<file path="src/rtl/spw_pkg.sv">
`timescale 1ns/1ps
// Shared constants and types for the serial port: register addresses,
// status bit positions and the receiver state encoding.
package spw_pkg;
    localparam logic [1:0] ADR_DATA   = 2'd0;
    localparam logic [1:0] ADR_STATUS = 2'd1;
    localparam logic [1:0] ADR_DIV_LO = 2'd2;
    localparam logic [1:0] ADR_DIV_HI = 2'd3;

    localparam int ST_RX_FULL  = 0;
    localparam int ST_RX_HALF  = 1;
    localparam int ST_RX_AVAIL = 2;
    localparam int ST_TX_FULL  = 4;
    localparam int ST_TX_HALF  = 5;

    typedef enum logic [1:0] {
        RX_IDLE  = 2'd0,
        RX_START = 2'd1,
        RX_DATA  = 2'd2,
        RX_STOP  = 2'd3
    } rx_state_t;
endpackage

</file>
<file path="src/rtl/spw_fifo.sv">
`timescale 1ns/1ps
// Synchronous first-in first-out queue with an occupancy count.
// Assumes DEPTH is a power of two. A push while full and a pop while
// empty are ignored. The head entry is presented combinationally.
module spw_fifo #(
    parameter int WIDTH = 8,
    parameter int DEPTH = 16
) (
    input  logic                       clk,
    input  logic                       rst_n,
    input  logic                       push,
    input  logic [WIDTH-1:0]           din,
    input  logic                       pop,
    output logic [WIDTH-1:0]           dout,
    output logic                       full,
    output logic                       empty,
    output logic [$clog2(DEPTH):0]     level
);
    localparam int AW = $clog2(DEPTH);

    logic [WIDTH-1:0] store [DEPTH];
    logic [AW-1:0]    wr_ptr, rd_ptr;
    logic             do_push, do_pop;

    assign full    = (level == (AW+1)'(DEPTH));
    assign empty   = (level == '0);
    assign do_push = push && !full;
    assign do_pop  = pop && !empty;
    assign dout    = store[rd_ptr];

    // Storage array write; no reset needed on data.
    always_ff @(posedge clk) begin
        if (do_push) store[wr_ptr] <= din;
    end

    // Pointer and occupancy bookkeeping.
    always_ff @(posedge clk) begin
        if (!rst_n) begin
            wr_ptr <= '0;
            rd_ptr <= '0;
            level  <= '0;
        end else begin
            if (do_push) wr_ptr <= wr_ptr + 1'b1;
            if (do_pop)  rd_ptr <= rd_ptr + 1'b1;
            if (do_push && !do_pop)      level <= level + 1'b1;
            else if (do_pop && !do_push) level <= level - 1'b1;
        end
    end
endmodule

</file>
<file path="src/rtl/spw_tick_gen.sv">
`timescale 1ns/1ps
// Oversampling tick source: one-cycle pulse every (div+1) clocks.
// A restart request clears the count so a new divisor takes effect
// from a known phase.
module spw_tick_gen #(
    parameter int DW = 16
) (
    input  logic          clk,
    input  logic          rst_n,
    input  logic [DW-1:0] div,
    input  logic          restart,
    output logic          tick
);
    logic [DW-1:0] cnt;

    assign tick = (cnt == div);

    // Count up to the divisor, wrap, or restart on request.
    always_ff @(posedge clk) begin
        if (!rst_n || restart) cnt <= '0;
        else if (tick)         cnt <= '0;
        else                   cnt <= cnt + 1'b1;
    end
endmodule

</file>
<file path="src/rtl/spw_tx.sv">
`timescale 1ns/1ps
// Transmit serialiser. Takes a byte from the queue whenever idle and
// shifts out start, eight data bits LSB first, and stop, each bit held
// for OVS ticks. Assumes tick is a single-cycle pulse.
module spw_tx #(
    parameter int DW  = 8,
    parameter int OVS = 16
) (
    input  logic          clk,
    input  logic          rst_n,
    input  logic          tick,
    input  logic          have_data,
    input  logic [DW-1:0] data,
    output logic          take,
    output logic          line,
    output logic          busy
);
    localparam int FW = DW + 2;
    localparam int SW = $clog2(OVS);
    localparam int BW = $clog2(FW + 1);

    logic [FW-1:0] shreg;
    logic [SW-1:0] sub;
    logic [BW-1:0] bits_left;

    assign take = !busy && have_data;
    assign line = busy ? shreg[0] : 1'b1;

    // Frame loading and bit shifting.
    always_ff @(posedge clk) begin
        if (!rst_n) begin
            shreg     <= '1;
            sub       <= '0;
            bits_left <= '0;
            busy      <= 1'b0;
        end else if (take) begin
            shreg     <= {1'b1, data, 1'b0};
            sub       <= '0;
            bits_left <= BW'(FW);
            busy      <= 1'b1;
        end else if (busy && tick) begin
            if (sub == SW'(OVS - 1)) begin
                sub       <= '0;
                shreg     <= {1'b1, shreg[FW-1:1]};
                bits_left <= bits_left - 1'b1;
                if (bits_left == BW'(1)) busy <= 1'b0;
            end else begin
                sub <= sub + 1'b1;
            end
        end
    end
endmodule

</file>
<file path="src/rtl/spw_rx.sv">
`timescale 1ns/1ps
// Receive sampler. Synchronises the line, confirms a start bit halfway
// through it, then samples each bit at its centre. Emits a one-cycle
// done pulse with the byte only when the stop bit reads high.
// Assumes tick is a single-cycle pulse at OVS times the bit rate.
module spw_rx #(
    parameter int DW  = 8,
    parameter int OVS = 16
) (
    input  logic          clk,
    input  logic          rst_n,
    input  logic          tick,
    input  logic          line_async,
    output logic          done,
    output logic [DW-1:0] data
);
    import spw_pkg::*;
    localparam int SW = $clog2(OVS);
    localparam int IW = $clog2(DW);

    logic [1:0]    sync;
    logic          rx_s;
    rx_state_t     state;
    logic [SW-1:0] sub;
    logic [IW-1:0] idx;

    assign rx_s = sync[1];

    // Two-stage synchroniser for the asynchronous line.
    always_ff @(posedge clk) begin
        if (!rst_n) sync <= 2'b11;
        else        sync <= {sync[0], line_async};
    end

    // Frame state machine, advanced on ticks.
    always_ff @(posedge clk) begin
        if (!rst_n) begin
            state <= RX_IDLE;
            sub   <= '0;
            idx   <= '0;
            data  <= '0;
            done  <= 1'b0;
        end else begin
            done <= 1'b0;
            if (tick) begin
                unique case (state)
                    RX_IDLE: begin
                        sub <= '0;
                        idx <= '0;
                        if (!rx_s) state <= RX_START;
                    end
                    RX_START: begin
                        if (sub == SW'(OVS/2 - 1)) begin
                            sub   <= '0;
                            state <= rx_s ? RX_IDLE : RX_DATA;
                        end else begin
                            sub <= sub + 1'b1;
                        end
                    end
                    RX_DATA: begin
                        if (sub == SW'(OVS - 1)) begin
                            sub  <= '0;
                            data <= {rx_s, data[DW-1:1]};
                            idx  <= idx + 1'b1;
                            if (idx == IW'(DW - 1)) state <= RX_STOP;
                        end else begin
                            sub <= sub + 1'b1;
                        end
                    end
                    RX_STOP: begin
                        if (sub == SW'(OVS - 1)) begin
                            done  <= rx_s;
                            state <= RX_IDLE;
                        end else begin
                            sub <= sub + 1'b1;
                        end
                    end
                endcase
            end
        end
    end
endmodule

</file>
<file path="src/rtl/serial_port_wb.sv">
`timescale 1ns/1ps
// Serial port on an 8-bit Wishbone slave. Address 0 is the blocking data
// pipe, 1 the status byte, 2/3 the divisor bytes. Data accesses are held
// (no acknowledge) while the transmit queue is full or the receive queue
// is empty. Assumes the master drops its strobe after each acknowledge.
module serial_port_wb #(
    parameter int          DW       = 8,
    parameter int          DIVW     = 16,
    parameter int          DEPTH    = 16,
    parameter int          OVS      = 16,
    parameter logic [15:0] DIV_INIT = 16'h001A
) (
    input  logic          clk,
    input  logic          rst_n,
    input  logic          wb_cyc_i,
    input  logic          wb_stb_i,
    input  logic          wb_we_i,
    input  logic [1:0]    wb_adr_i,
    input  logic [DW-1:0] wb_dat_i,
    output logic [DW-1:0] wb_dat_o,
    output logic          wb_ack_o,
    input  logic          ser_rx_i,
    output logic          ser_tx_o
);
    import spw_pkg::*;
    localparam int LW = $clog2(DEPTH) + 1;
    localparam int HALF = DEPTH / 2;

    logic [DIVW-1:0] divisor;
    logic            req, div_restart, tick;
    logic            tx_push, tx_full, tx_empty, tx_take, tx_busy;
    logic [DW-1:0]   tx_head;
    logic [LW-1:0]   tx_level;
    logic            rx_pop, rx_full, rx_empty, rx_done, rx_push;
    logic [DW-1:0]   rx_head, rx_byte;
    logic [LW-1:0]   rx_level;
    logic [DW-1:0]   status;

    assign req         = wb_cyc_i && wb_stb_i && !wb_ack_o;
    assign tx_push     = req && wb_we_i && (wb_adr_i == ADR_DATA) && !tx_full;
    assign rx_pop      = req && !wb_we_i && (wb_adr_i == ADR_DATA) && !rx_empty;
    assign div_restart = req && wb_we_i &&
                         ((wb_adr_i == ADR_DIV_LO) || (wb_adr_i == ADR_DIV_HI));
    assign rx_push     = rx_done && !rx_full;

    // Assemble the status byte from queue states.
    always_comb begin
        status              = '0;
        status[ST_RX_FULL]  = rx_full;
        status[ST_RX_HALF]  = (rx_level >= LW'(HALF));
        status[ST_RX_AVAIL] = !rx_empty;
        status[ST_TX_FULL]  = tx_full;
        status[ST_TX_HALF]  = (tx_level >= LW'(HALF));
    end

    // Bus decode, register writes, read data and acknowledge.
    always_ff @(posedge clk) begin
        if (!rst_n) begin
            wb_ack_o <= 1'b0;
            wb_dat_o <= '0;
            divisor  <= DIVW'(DIV_INIT);
        end else begin
            wb_ack_o <= 1'b0;
            if (req) begin
                unique case (wb_adr_i)
                    ADR_DATA: begin
                        if (wb_we_i) begin
                            wb_ack_o <= !tx_full;
                        end else if (!rx_empty) begin
                            wb_ack_o <= 1'b1;
                            wb_dat_o <= rx_head;
                        end
                    end
                    ADR_STATUS: begin
                        wb_ack_o <= 1'b1;
                        wb_dat_o <= status;
                    end
                    ADR_DIV_LO: begin
                        wb_ack_o <= 1'b1;
                        if (wb_we_i) divisor[7:0] <= wb_dat_i;
                        else         wb_dat_o     <= divisor[7:0];
                    end
                    ADR_DIV_HI: begin
                        wb_ack_o <= 1'b1;
                        if (wb_we_i) divisor[DIVW-1:8] <= wb_dat_i[DIVW-9:0];
                        else         wb_dat_o          <= DW'(divisor[DIVW-1:8]);
                    end
                endcase
            end
        end
    end

    spw_tick_gen #(.DW(DIVW)) u_tick (
        .clk(clk), .rst_n(rst_n), .div(divisor),
        .restart(div_restart), .tick(tick)
    );

    spw_fifo #(.WIDTH(DW), .DEPTH(DEPTH)) u_txq (
        .clk(clk), .rst_n(rst_n), .push(tx_push), .din(wb_dat_i),
        .pop(tx_take), .dout(tx_head), .full(tx_full), .empty(tx_empty),
        .level(tx_level)
    );

    spw_tx #(.DW(DW), .OVS(OVS)) u_tx (
        .clk(clk), .rst_n(rst_n), .tick(tick), .have_data(!tx_empty),
        .data(tx_head), .take(tx_take), .line(ser_tx_o), .busy(tx_busy)
    );

    spw_rx #(.DW(DW), .OVS(OVS)) u_rx (
        .clk(clk), .rst_n(rst_n), .tick(tick), .line_async(ser_rx_i),
        .done(rx_done), .data(rx_byte)
    );

    spw_fifo #(.WIDTH(DW), .DEPTH(DEPTH)) u_rxq (
        .clk(clk), .rst_n(rst_n), .push(rx_push), .din(rx_byte),
        .pop(rx_pop), .dout(rx_head), .full(rx_full), .empty(rx_empty),
        .level(rx_level)
    );
endmodule

</file>
<file path="config.mk">
export PLATFORM = sky130hd
export DESIGN_NAME = serial_port_wb
export DESIGN_NICKNAME = d
export VERILOG_FILES = /design/src/rtl/spw_pkg.sv /design/src/rtl/spw_fifo.sv /design/src/rtl/spw_tick_gen.sv /design/src/rtl/spw_tx.sv /design/src/rtl/spw_rx.sv /design/src/rtl/serial_port_wb.sv
export SDC_FILE = /design/constraint.sdc
export NUM_CORES = 1
export LEC_CHECK = 0
export BUFFER_PORTS_ARGS = -buffer_cell sky130_fd_sc_hd__buf_2
export CAP_MARGIN = 20
export CELL_PAD_IN_SITES_DETAIL_PLACEMENT = 1
export CELL_PAD_IN_SITES_GLOBAL_PLACEMENT = 1
export CORE_UTILIZATION = 55
export DETAILED_ROUTE_END_ITERATION = 7
export HOLD_SLACK_MARGIN = 0.03
export PLACE_DENSITY_LB_ADDON = 0.1
export SLEW_MARGIN = 20
export SYNTH_ARGS = -nofsm -noshare
export SYNTH_HDL_FRONTEND = slang
export SYNTH_HIERARCHICAL = 1
export SYNTH_SLANG_ARGS = --single-unit
</file>
<file path="constraint.sdc">
create_clock -name clk -period 7.6 [get_ports clk]
set_input_delay 2.28 -clock clk [delete_from_list [all_inputs] [get_ports clk]]
set_output_delay 2.28 -clock clk [all_outputs]
set_load 0.03 [all_outputs]
</file>
==> results_dict.tcl, run 1 <==
set metrics [dict create \
    fin_crit_ns 5.01 \
    synth_warnings 6 \
    required_ns 8.05 \
    grt_max_degree 101 \
    ys_types 76 \
    drt_iter0_markers 619 \
    path_cells "buf_2 > and3b_1 > nand2_1 > nor3b_1 > o21a_1 > ha_1 > inv_1 > ha_1 > a21o_2 > a21oi_1 > or4b_2 > nand3_1" \
    worstHoldPathType "flip-flop to flip-flop" \
    totalWireLength_um 35200 \
    grt_util_all_layers_pct 25.2 \
    grt_overflow_total 0 \
    io_buffers 25 \
    p_leak_nw 5.70 \
    area_growth_pct 10.4 \
    clk_pin_slew_ns 0.06 \
    drc 0 \
    cts_inserted_buffers 39 \
    dp_hpwl_um 22800 \
    antenna_left 0 \
    rsz0062_at_grt "false" \
    period_share_pct 66.0 \
    critPathLaunchType "input pin" \
    placedInstanceArea_um2 16000 \
    cts-resized-gates 0 \
    setup_viol 0 \
    postLayoutCoreUtil_pct 62.0 \
    syn_inst 1059 \
    drive_gt1_share_pct 17.9 \
    powerDensity_nw_per_um2 265 \
    crit_arrival_ns 5.46 \
    die_w_um 171 \
    async_flop_share_pct 0 \
    grt_pass1_vias 9361 \
    htree_levels 2 \
    die_area_um2 29100 \
    total_power_w 0.00457 \
    worstMarginPinSlew_ns 1.18 \
    synth_area_um2 15600 \
    synth_edf_count 256 \
    endpoint_kind "flip-flop" \
    first_pass_iters 5 \
    fin_nets 1113 \
    yosys.area.top_type_share_pct 49.1 \
    yosysMostFrequentCell "edfxtp_1" \
    place_inst 1407 \
    syn_area_per_cell_um2 14.8 \
    grt_pass1_wl_um 54500 \
    clk_latency_ns 0.52 \
    fin_skew_ns 0.0121 \
    antenna_cells 0 \
    antenna_found_initial 0 \
    clockRootBuffer "clkbuf_16" \
    finalSetupTns_ns 0 \
    post-cts-setup-buffers 0 \
    synth.net_count 1102 \
    wl_per_cell_um 23.8 \
    stdcell_count 1479 \
    worst_path_largest_cell_delay_ns 0.62 \
    clk_path_buf_depth 3 \
    status "complete, no violations" \
    slowest_stage "or4b_2" \
    synth_common_cells "edfxtp_1, dfxtp_1, mux4_2" \
    num_rows 61 \
    cts_hold_buf 0 \
    vias 8878 \
    clock.fmax_mhz 200 \
    synth-main-ff-cell "edfxtp_1" \
    design_area_um2 17300 \
    slew_violations 0 \
    path_delay_family "simple AND/OR/NAND/NOR gates" \
    ys_top_cells_by_area "edfxtp_1, dfxtp_1, mux4_2, xnor2_1, ha_1" \
    critPathMaxFanout 8 \
    ir_drop_uv 209 \
    synth-seq-cells 369 \
    hold_viol 0 \
    path_class "input pin to flip-flop" \
    cp.buffers_inverters 2 \
    rrSetupSlack_ns 3.72 \
    design.core.area_um2 27900 \
    num-fill-cells 2527 \
    cpMostUsedCell "ha_1" \
    start_util_pct 56.2 \
    maxCapViolCount 0 \
    max_slew_margin_pct 21.0 \
    cts_tree "yes" \
    via_per_inst 6.00 \
    dieHeight_um 171 \
    seq_area_frac_synth_pct 63.6 \
    cts_sinks 369 \
    io_pins 26 \
    yosysTopAreaCell "edfxtp_1" \
    place_congestion 0.782 \
]
==> placed cells by master (no fill, tap or decap), types with 8 or more instances in the layout <==
master,count
nand2_1,64
buf_2,24
clkbuf_1,10
nand3_1,43
o21ai_1,13
o211ai_1,8
inv_1,19
buf_4,11
a22oi_1,37
nand4_1,9
a211oi_1,12
mux4_2,65
edfxtp_1,256
clkbuf_16,39
nor3_1,40
and2_1,18
xnor2_1,39
dfxtp_1,111
nor2_1,46
o21ai_0,11
ha_1,25
nor2b_1,23
nand2b_1,16
a21oi_1,13
mux2i_1,22
nor4_1,8
==> state kept, by name, indices dropped and copies added (netlist names), 3 cells and up, named ones only <==
name / flops
u_rxq/rd_ptr: 4
u_rxq/store: 128
wb_dat_o: 8
u_tick/cnt: 16
divisor: 16
u_txq/store: 128
u_rx/idx: 3
u_rxq/wr_ptr: 4
u_tx/shreg: 9
u_txq/wr_ptr: 4
u_txq/rd_ptr: 4
u_txq/level: 5
u_tx/sub: 4
u_rx/sub: 4
u_tx/bits_left: 4
u_rx/data: 8
u_rxq/level: 5
==> metal layers <==
layer | wire (µm) | global-route usage, % | vias up
li1 | - | - | 4086
met3 | 1130 | 3.49 | 55
met2 | 17900 | 43.3 | 164
met1 | 15400 | 33.3 | 4573
met4 | 848 | 7.36 | 0
met5 | 0 | 0 | -
==> kinds of logic after synthesis <==
group,share of synthesized area (%)
fa+ha+maj,2.25
flops,63.6
mux,11.7
buf+inv,2.73
compound gates,6.15
xor+xnor,2.41
simple gates,11.2
==> stage by stage <==
step / worst slack, ns / hold WS [ns]
after floorplan: 2.89 / 0.386
after CTS: 2.60 / 0.415
after global placement: 2.18 / 0.391
after global routing: 2.40 / 0.427
final: 2.59 / 0.411
after detailed placement: 2.10 / 0.401
==> final timing paths <==
check                                                  from                     endpoint  cells after the start
worst max register to register  u_txq/level[3]$_SDFFE_PN0P_  u_txq/level[3]$_SDFFE_PN0P_                     13
worst min register to register      u_rx/sync[0]$_SDFF_PN1_      u_rx/sync[1]$_SDFF_PN1_                      1
worst min-delay path                u_rx/sync[0]$_SDFF_PN1_      u_rx/sync[1]$_SDFF_PN1_                      1
worst max-delay path                               wb_stb_i  u_txq/level[3]$_SDFFE_PN0P_                     12
==> power by group <==
| group | switching [W] | internal [W] |
|---|---|---|
| clock | 0.000758 | 0.00114 |
| sequential | 0.0000363 | 0.00218 |
| combinational | 0.000281 | 0.000178 |
==> final cells by class <==
type | instances | area, µm² | area share [%]
Tap cell | 378 | 473 | 2.74
Clock inverter | 17 | 204 | 1.18
Sequential cell | 369 | 9950 | 57.6
Multi-Input combinational cell | 604 | 5280 | 30.6
Timing Repair Buffer | 35 | 203 | 1.17
Inverter | 21 | 78.8 | 0.456
Clock buffer | 55 | 1090 | 6.29
No activity file was read; power rests on OpenSTA's default activity.
==> run 2: changes to the inputs <==
- CORE_UTILIZATION: 55 -> 53
- clock period: 7.6 -> 5 ns (I/O delays scaled with it)
==> run 2 against run 1 <==
Wire length increased by 1.2%. Flip-flop and latch count did not move. Combinational power grew 47%. Count of clock-buffer cells in the layout fell by 1. Worst setup slack worse by 1.7 ns. Critical path depth grew 1. Hold slack better by 0.018 ns. Non-clock buffer count is 5 higher. Sequential power grew 53%. Global-route usage is 0.94 points lower. First-iteration DRC count is 9.4% higher.
==> results_dict.tcl, run 2 (same netlist as run 1, synthesis figures left out) <==
set metrics [dict create \
    slowest_stage "or4b_2" \
    r2r-start "u_txq/level[0]$_SDFFE_PN0P_" \
    worstMarginPinSlew_ns 0.929 \
    maxCapViolCount 0 \
    critPathLaunchType "input pin" \
    dieHeight_um 174 \
    hold_viol 0 \
    first_pass_iters 5 \
    cp.buffers_inverters 3 \
    vias 8987 \
    slew_violations 0 \
    cts_inserted_buffers 40 \
    cts-resized-gates 0 \
    grt_max_degree 65 \
    fin_skew_ns 0.0184 \
    die_area_um2 30200 \
    endpoint_kind "flip-flop" \
    endpoint "u_txq/level[3]$_SDFFE_PN0P_" \
    antenna_cells 0 \
    drc 0 \
    crit_arrival_ns 4.54 \
    start_util_pct 54.2 \
    via_per_inst 6.03 \
    fin_nets 1119 \
    powerDensity_nw_per_um2 410 \
    post-cts-setup-buffers 0 \
    r2r_cells 13 \
    fin_crit_ns 4.07 \
    max_slew_margin_pct 38.0 \
    seq_area_um2 9950 \
    die_w_um 174 \
    grt_pass1_vias 9266 \
    antenna_found_initial 0 \
    rrSetupSlack_ns 1.14 \
    total_power_w 0.00713 \
    clk_path_buf_depth 3 \
    multi_input_area_um2 5270 \
    path_delay_family "simple AND/OR/NAND/NOR gates" \
    path_depth 13 \
    grt_overflow_total 0 \
    grt_pass1_wl_um 55400 \
    cpMostUsedCell "ha_1" \
    ir_drop_uv 332 \
    rsz0062_at_grt "false" \
    htree_levels 2 \
    p_leak_nw 5.78 \
    wl_per_cell_um 23.9 \
    grt_util_all_layers_pct 24.2 \
    critPathMaxFanout 8 \
    antenna_left 0 \
    finalSetupTns_ns 0 \
    clock.fmax_mhz 245 \
    design.core.area_um2 28900 \
    cts_tree "yes" \
    clk_latency_ns 0.52 \
    cts_hold_buf 0 \
    top_regs "u_rxq/store x128, u_txq/store x128" \
    layout_common_cells "edfxtp_1, dfxtp_1, mux4_2" \
    required_ns 5.46 \
    clockRootBuffer "clkbuf_16" \
    worst_path_largest_cell_delay_ns 0.62 \
    totalWireLength_um 35600 \
    final_common_cell "edfxtp_1" \
    cts_sinks 369 \
    drive_gt1_share_pct 18.2 \
    area_growth_pct 11.3 \
    drt_iter0_markers 677 \
    period_share_pct 81.5 \
    path_class "input pin to flip-flop" \
    num-fill-cells 2724 \
    io_buffers 25 \
    timing.rr.end "u_txq/level[3]$_SDFFE_PN0P_" \
    io_pins 26 \
    crit_path_start "wb_stb_i" \
    place_congestion 0.765 \
    dp_hpwl_um 23300 \
    status "complete, no violations" \
    min-delay-start "u_rx/sync[0]$_SDFF_PN1_" \
    setup_viol 0 \
    clk_pin_slew_ns 0.06 \
    num_rows 62 \
    path_cells "buf_2 > and3b_1 > nand2_1 > nor3b_1 > buf_4 > o21a_1 > ha_1 > inv_1 > ha_1 > a21o_2 > a21oi_1 > or4b_2 > nand3_1" \
    worstHoldPathType "flip-flop to flip-flop" \
]
==> run 2: cell types whose count changed in the layout (fill, tap and decap cells not counted), moves of 2 or more <==
cell        previous run  this run
buf_4                 11        16
clkbuf_16             39        42
nor3_2                 3         1
nor3_1                40        42
clkinv_1               3         7
inv_6                  3         0
clkbuf_1              10         5
clkinvlp_4             3         1
clkbuf_8               5         7
==> run 2: worst reg2reg max path: stages, from the launching register on <==
cell,delay [ns]
dfxtp_1,0.36
or4_1,0.72
nor2_1,0.16
inv_1,0.11
nand2b_1,0.43
inv_2,0.29
o21ai_4,0.18
ha_1,0.21
inv_1,0.12
ha_1,0.30
a21o_2,0.12
a21oi_1,0.08
or4b_2,0.62
nand3_1,0.10
==> run 2: layer usage <==
metal  vias to the layer above  part of all wire [%]  track usage (%)
met5                         -                     0                0
met4                         0                   2.4             6.87
met3                        57                   3.9             3.07
met2                       200                    51             41.7
met1                      4634                    43             32.4
li1                       4096                     -                -
==> run 2: worst min path at each step <==
stage / to / cells after the start / slack (ns)
2_1_floorplan: u_rx/sync[1]$_SDFF_PN1_ / 1 / 0.39
3_3_place_gp: u_rx/sync[1]$_SDFF_PN1_ / 1 / 0.42
3_5_place_dp: u_rx/sync[1]$_SDFF_PN1_ / 1 / 0.42
4_1_cts: u_rx/sync[1]$_SDFF_PN1_ / 1 / 0.43
5_1_grt: u_rx/sync[1]$_SDFF_PN1_ / 1 / 0.43
6_report: u_rx/sync[1]$_SDFF_PN1_ / 1 / 0.43
==> run 2: stage by stage <==
stage                     worst slack, ns  instances  util (%)  hold WS, ns  area [µm²]
after floorplan                      1.07       1059         -        0.386       15600
after global placement              0.610       1418      55.5        0.416       16000
after detailed placement            0.464       1418      55.5        0.421       16000
after CTS                           0.987       1491      60.4        0.432       17400
after global routing                0.806       1491      60.4        0.431       17400
final                               0.925       1491      60.4        0.429       17400
==> run 2: cell type report <==
class | instances | area share [%]
clock buffers | 54 | 6.69
clock inverters | 19 | 1.33
inverters | 21 | 0.452
multi-input cells | 604 | 30.3
flip-flops and latches | 369 | 57.1
well taps | 384 | 2.76
repair buffers | 40 | 1.38
==> run 2: where the power goes <==
part,internal (W),switching (W)
clock,0.00190,0.00118
sequential,0.00331,0.0000792
combinational,0.000271,0.000401
==> run 3: changes to the inputs <==
- CORE_UTILIZATION: 53 -> 48
- clock period: 5 -> 3.6 ns (I/O delays scaled with it)
==> run 3 against run 2 <==
Global-route usage fell by 2.3 points. First-iteration DRC count shrank 20%. Combinational power grew 43%.
==> results_dict.tcl, run 3 (same netlist as run 1, synthesis figures left out) <==
set metrics [dict create \
    status "complete, no violations" \
    grt_pass1_vias 9377 \
    cpMostUsedCell "inv_1" \
    setup_viol 0 \
    grt_pass1_wl_um 55200 \
    cts-resized-gates 0 \
    dpl_worst_slack_ns 0.115 \
    dp_hpwl_um 23500 \
    vias 8938 \
    start_util_pct 49.2 \
    clk_pin_slew_ns 0.06 \
    grt_overflow_total 0 \
    final_common_cell "edfxtp_1" \
    die_w_um 183 \
    ir_drop_uv 365 \
    antenna_found_initial 0 \
    stdcell_count 1575 \
    fin_crit_ns 3.25 \
    design_area_um2 17500 \
    required_ns 4.05 \
    rsz0062_at_grt "false" \
    setup_ws_ns 0.347 \
    crit_path_start "u_txq/level[0]$_SDFFE_PN0P_" \
    clk_latency_ns 0.53 \
    clock.fmax_mhz 307 \
    endpoint_kind "flip-flop" \
    top_regs "u_rxq/store x128, u_txq/store x128" \
    antenna_cells 0 \
    dieHeight_um 183 \
    power.internal_w 0.00701 \
    p_sw_w 0.00223 \
    drive_gt1_share_pct 20.1 \
    cp.buffers_inverters 4 \
    endpoint "u_txq/level[4]$_SDFFE_PN0P_" \
    rrSetupSlack_ns 0.35 \
    p_sw_share_pct 24.1 \
    io_buffers 25 \
    grt_util_all_layers_pct 21.9 \
    placedInstanceArea_um2 16400 \
    place_congestion 0.790 \
    die_area_um2 33300 \
    drt_iter0_markers 543 \
    maxCapViolCount 0 \
    wl_per_cell_um 22.4 \
    p_leak_nw 5.84 \
    timing.rr.end "u_txq/level[4]$_SDFFE_PN0P_" \
    critPathLaunchType "flip-flop" \
    worstHoldPathType "flip-flop to flip-flop" \
    r2r_cells 14 \
    r2r-start "u_txq/level[0]$_SDFFE_PN0P_" \
    worst_path_largest_cell_delay_ns 0.70 \
    clockRootBuffer "clkbuf_16" \
    clk_path_buf_depth 3 \
    cts_hold_buf 0 \
    fin_nets 1154 \
    period_share_pct 90.4 \
    layout_common_cells "edfxtp_1, dfxtp_1, mux4_2" \
    path_cells "or4_1 > nor2_1 > inv_1 > nand2b_1 > inv_2 > o21ai_4 > ha_1 > inv_1 > buf_4 > fa_1 > nand3_1 > a211oi_1 > a31oi_1 > mux2i_1" \
    critPathMaxFanout 17 \
    clockPowerShare_pct 38.8 \
    via_per_inst 5.67 \
    finalSetupTns_ns 0 \
    first_pass_iters 5 \
    crit_arrival_ns 3.70 \
    powerDensity_nw_per_um2 528 \
    p_comb_share_pct 10.4 \
    drc 0 \
    slowest_stage "or4_1" \
    path_delay_family "simple AND/OR/NAND/NOR gates" \
    htree_levels 2 \
    design.core.area_um2 31800 \
    max_slew_margin_pct 39.6 \
    path_depth 14 \
    cts_sinks 369 \
    hold_viol 0 \
    fin_skew_ns 0.0194 \
    io_pins 26 \
    cts_tree "yes" \
    antenna_left 0 \
    area_growth_pct 11.8 \
    totalWireLength_um 35300 \
    path_class "flip-flop to flip-flop" \
    pwr-share-seq_pct 50.8 \
    worstMarginPinSlew_ns 0.902 \
    grt_max_degree 36 \
    slew_violations 0 \
    num_rows 65 \
    place_inst 1505 \
    total_power_w 0.00924 \
    cts_inserted_buffers 39 \
    post-cts-setup-buffers 0 \
]
[run 3: cell count changes in the layout (fill, tap and decap cells not counted), moves of 5 or more]
cell,change
buf_4,+35
clkinv_2,+5
clkbuf_1,+9
clkbuf_8,-7
bufinv_16,-5
[run 3: final cells by class]
cell class / instances / area, µm²
timing repair buffer: 76 / 523
multi-input combinational: 604 / 5280
sequential: 369 / 9950
clock inverter: 17 / 90.1
tap: 435 / 544
fill: 3038 / 14300
clock buffer: 53 / 1030
inverter: 21 / 78.8
[run 3: how the worst min path moves through the flow]
stage                                 start                       to  slack [ns]  cells past startpoint
finish              u_rx/sync[0]$_SDFF_PN1_  u_rx/sync[1]$_SDFF_PN1_        0.41                      1
global route        u_rx/sync[0]$_SDFF_PN1_  u_rx/sync[1]$_SDFF_PN1_        0.42                      1
CTS                 u_rx/sync[0]$_SDFF_PN1_  u_rx/sync[1]$_SDFF_PN1_        0.41                      1
detailed placement  u_rx/sync[0]$_SDFF_PN1_  u_rx/sync[1]$_SDFF_PN1_        0.40                      1
global placement    u_rx/sync[0]$_SDFF_PN1_  u_rx/sync[1]$_SDFF_PN1_        0.39                      1
floorplan           u_rx/sync[0]$_SDFF_PN1_  u_rx/sync[1]$_SDFF_PN1_        0.39                      1
[run 3: metal layers]
| metal | wire length, µm | up-vias | global-route usage (%) |
|---|---|---|---|
| met5 | 0 | - | 0 |
| met2 | 17400 | 145 | 36.8 |
| met4 | 918 | 0 | 7.09 |
| met1 | 15900 | 4583 | 29.6 |
| li1 | - | 4157 | - |
| met3 | 1040 | 53 | 2.59 |
[run 3: stage by stage]
step	hold WS, ns	util, %
final	0.407	55.0
after global routing	0.417	55.0
after CTS	0.411	55.0
after floorplan	0.386	-
after global placement	0.393	51.5
after detailed placement	0.397	51.5
[run 3: power by group through the flow]
| stage | Clock (W) | Combinational, W | Sequential, W |
|---|---|---|---|
| global route | 0.00381 | 0.00107 | 0.00471 |
| detailed placement | 0 | 0.000971 | 0.00478 |
| floorplan | 0 | 0.000768 | 0.00474 |
| finish | 0.00358 | 0.000962 | 0.00469 |
| CTS | 0.00370 | 0.000977 | 0.00469 |
| global placement | 0 | 0.000956 | 0.00478 |
[run 3: worst register-to-register path, cell delays in order (launching register included)]
cell and delay, ns:
dfxtp_1 0.36, or4_1 0.70, nor2_1 0.15, inv_1 0.10
nand2b_1 0.12, inv_2 0.15, o21ai_4 0.15, ha_1 0.21
inv_1 0.10, buf_4 0.15, fa_1 0.39, nand3_1 0.12
a211oi_1 0.08, a31oi_1 0.20, mux2i_1 0.20
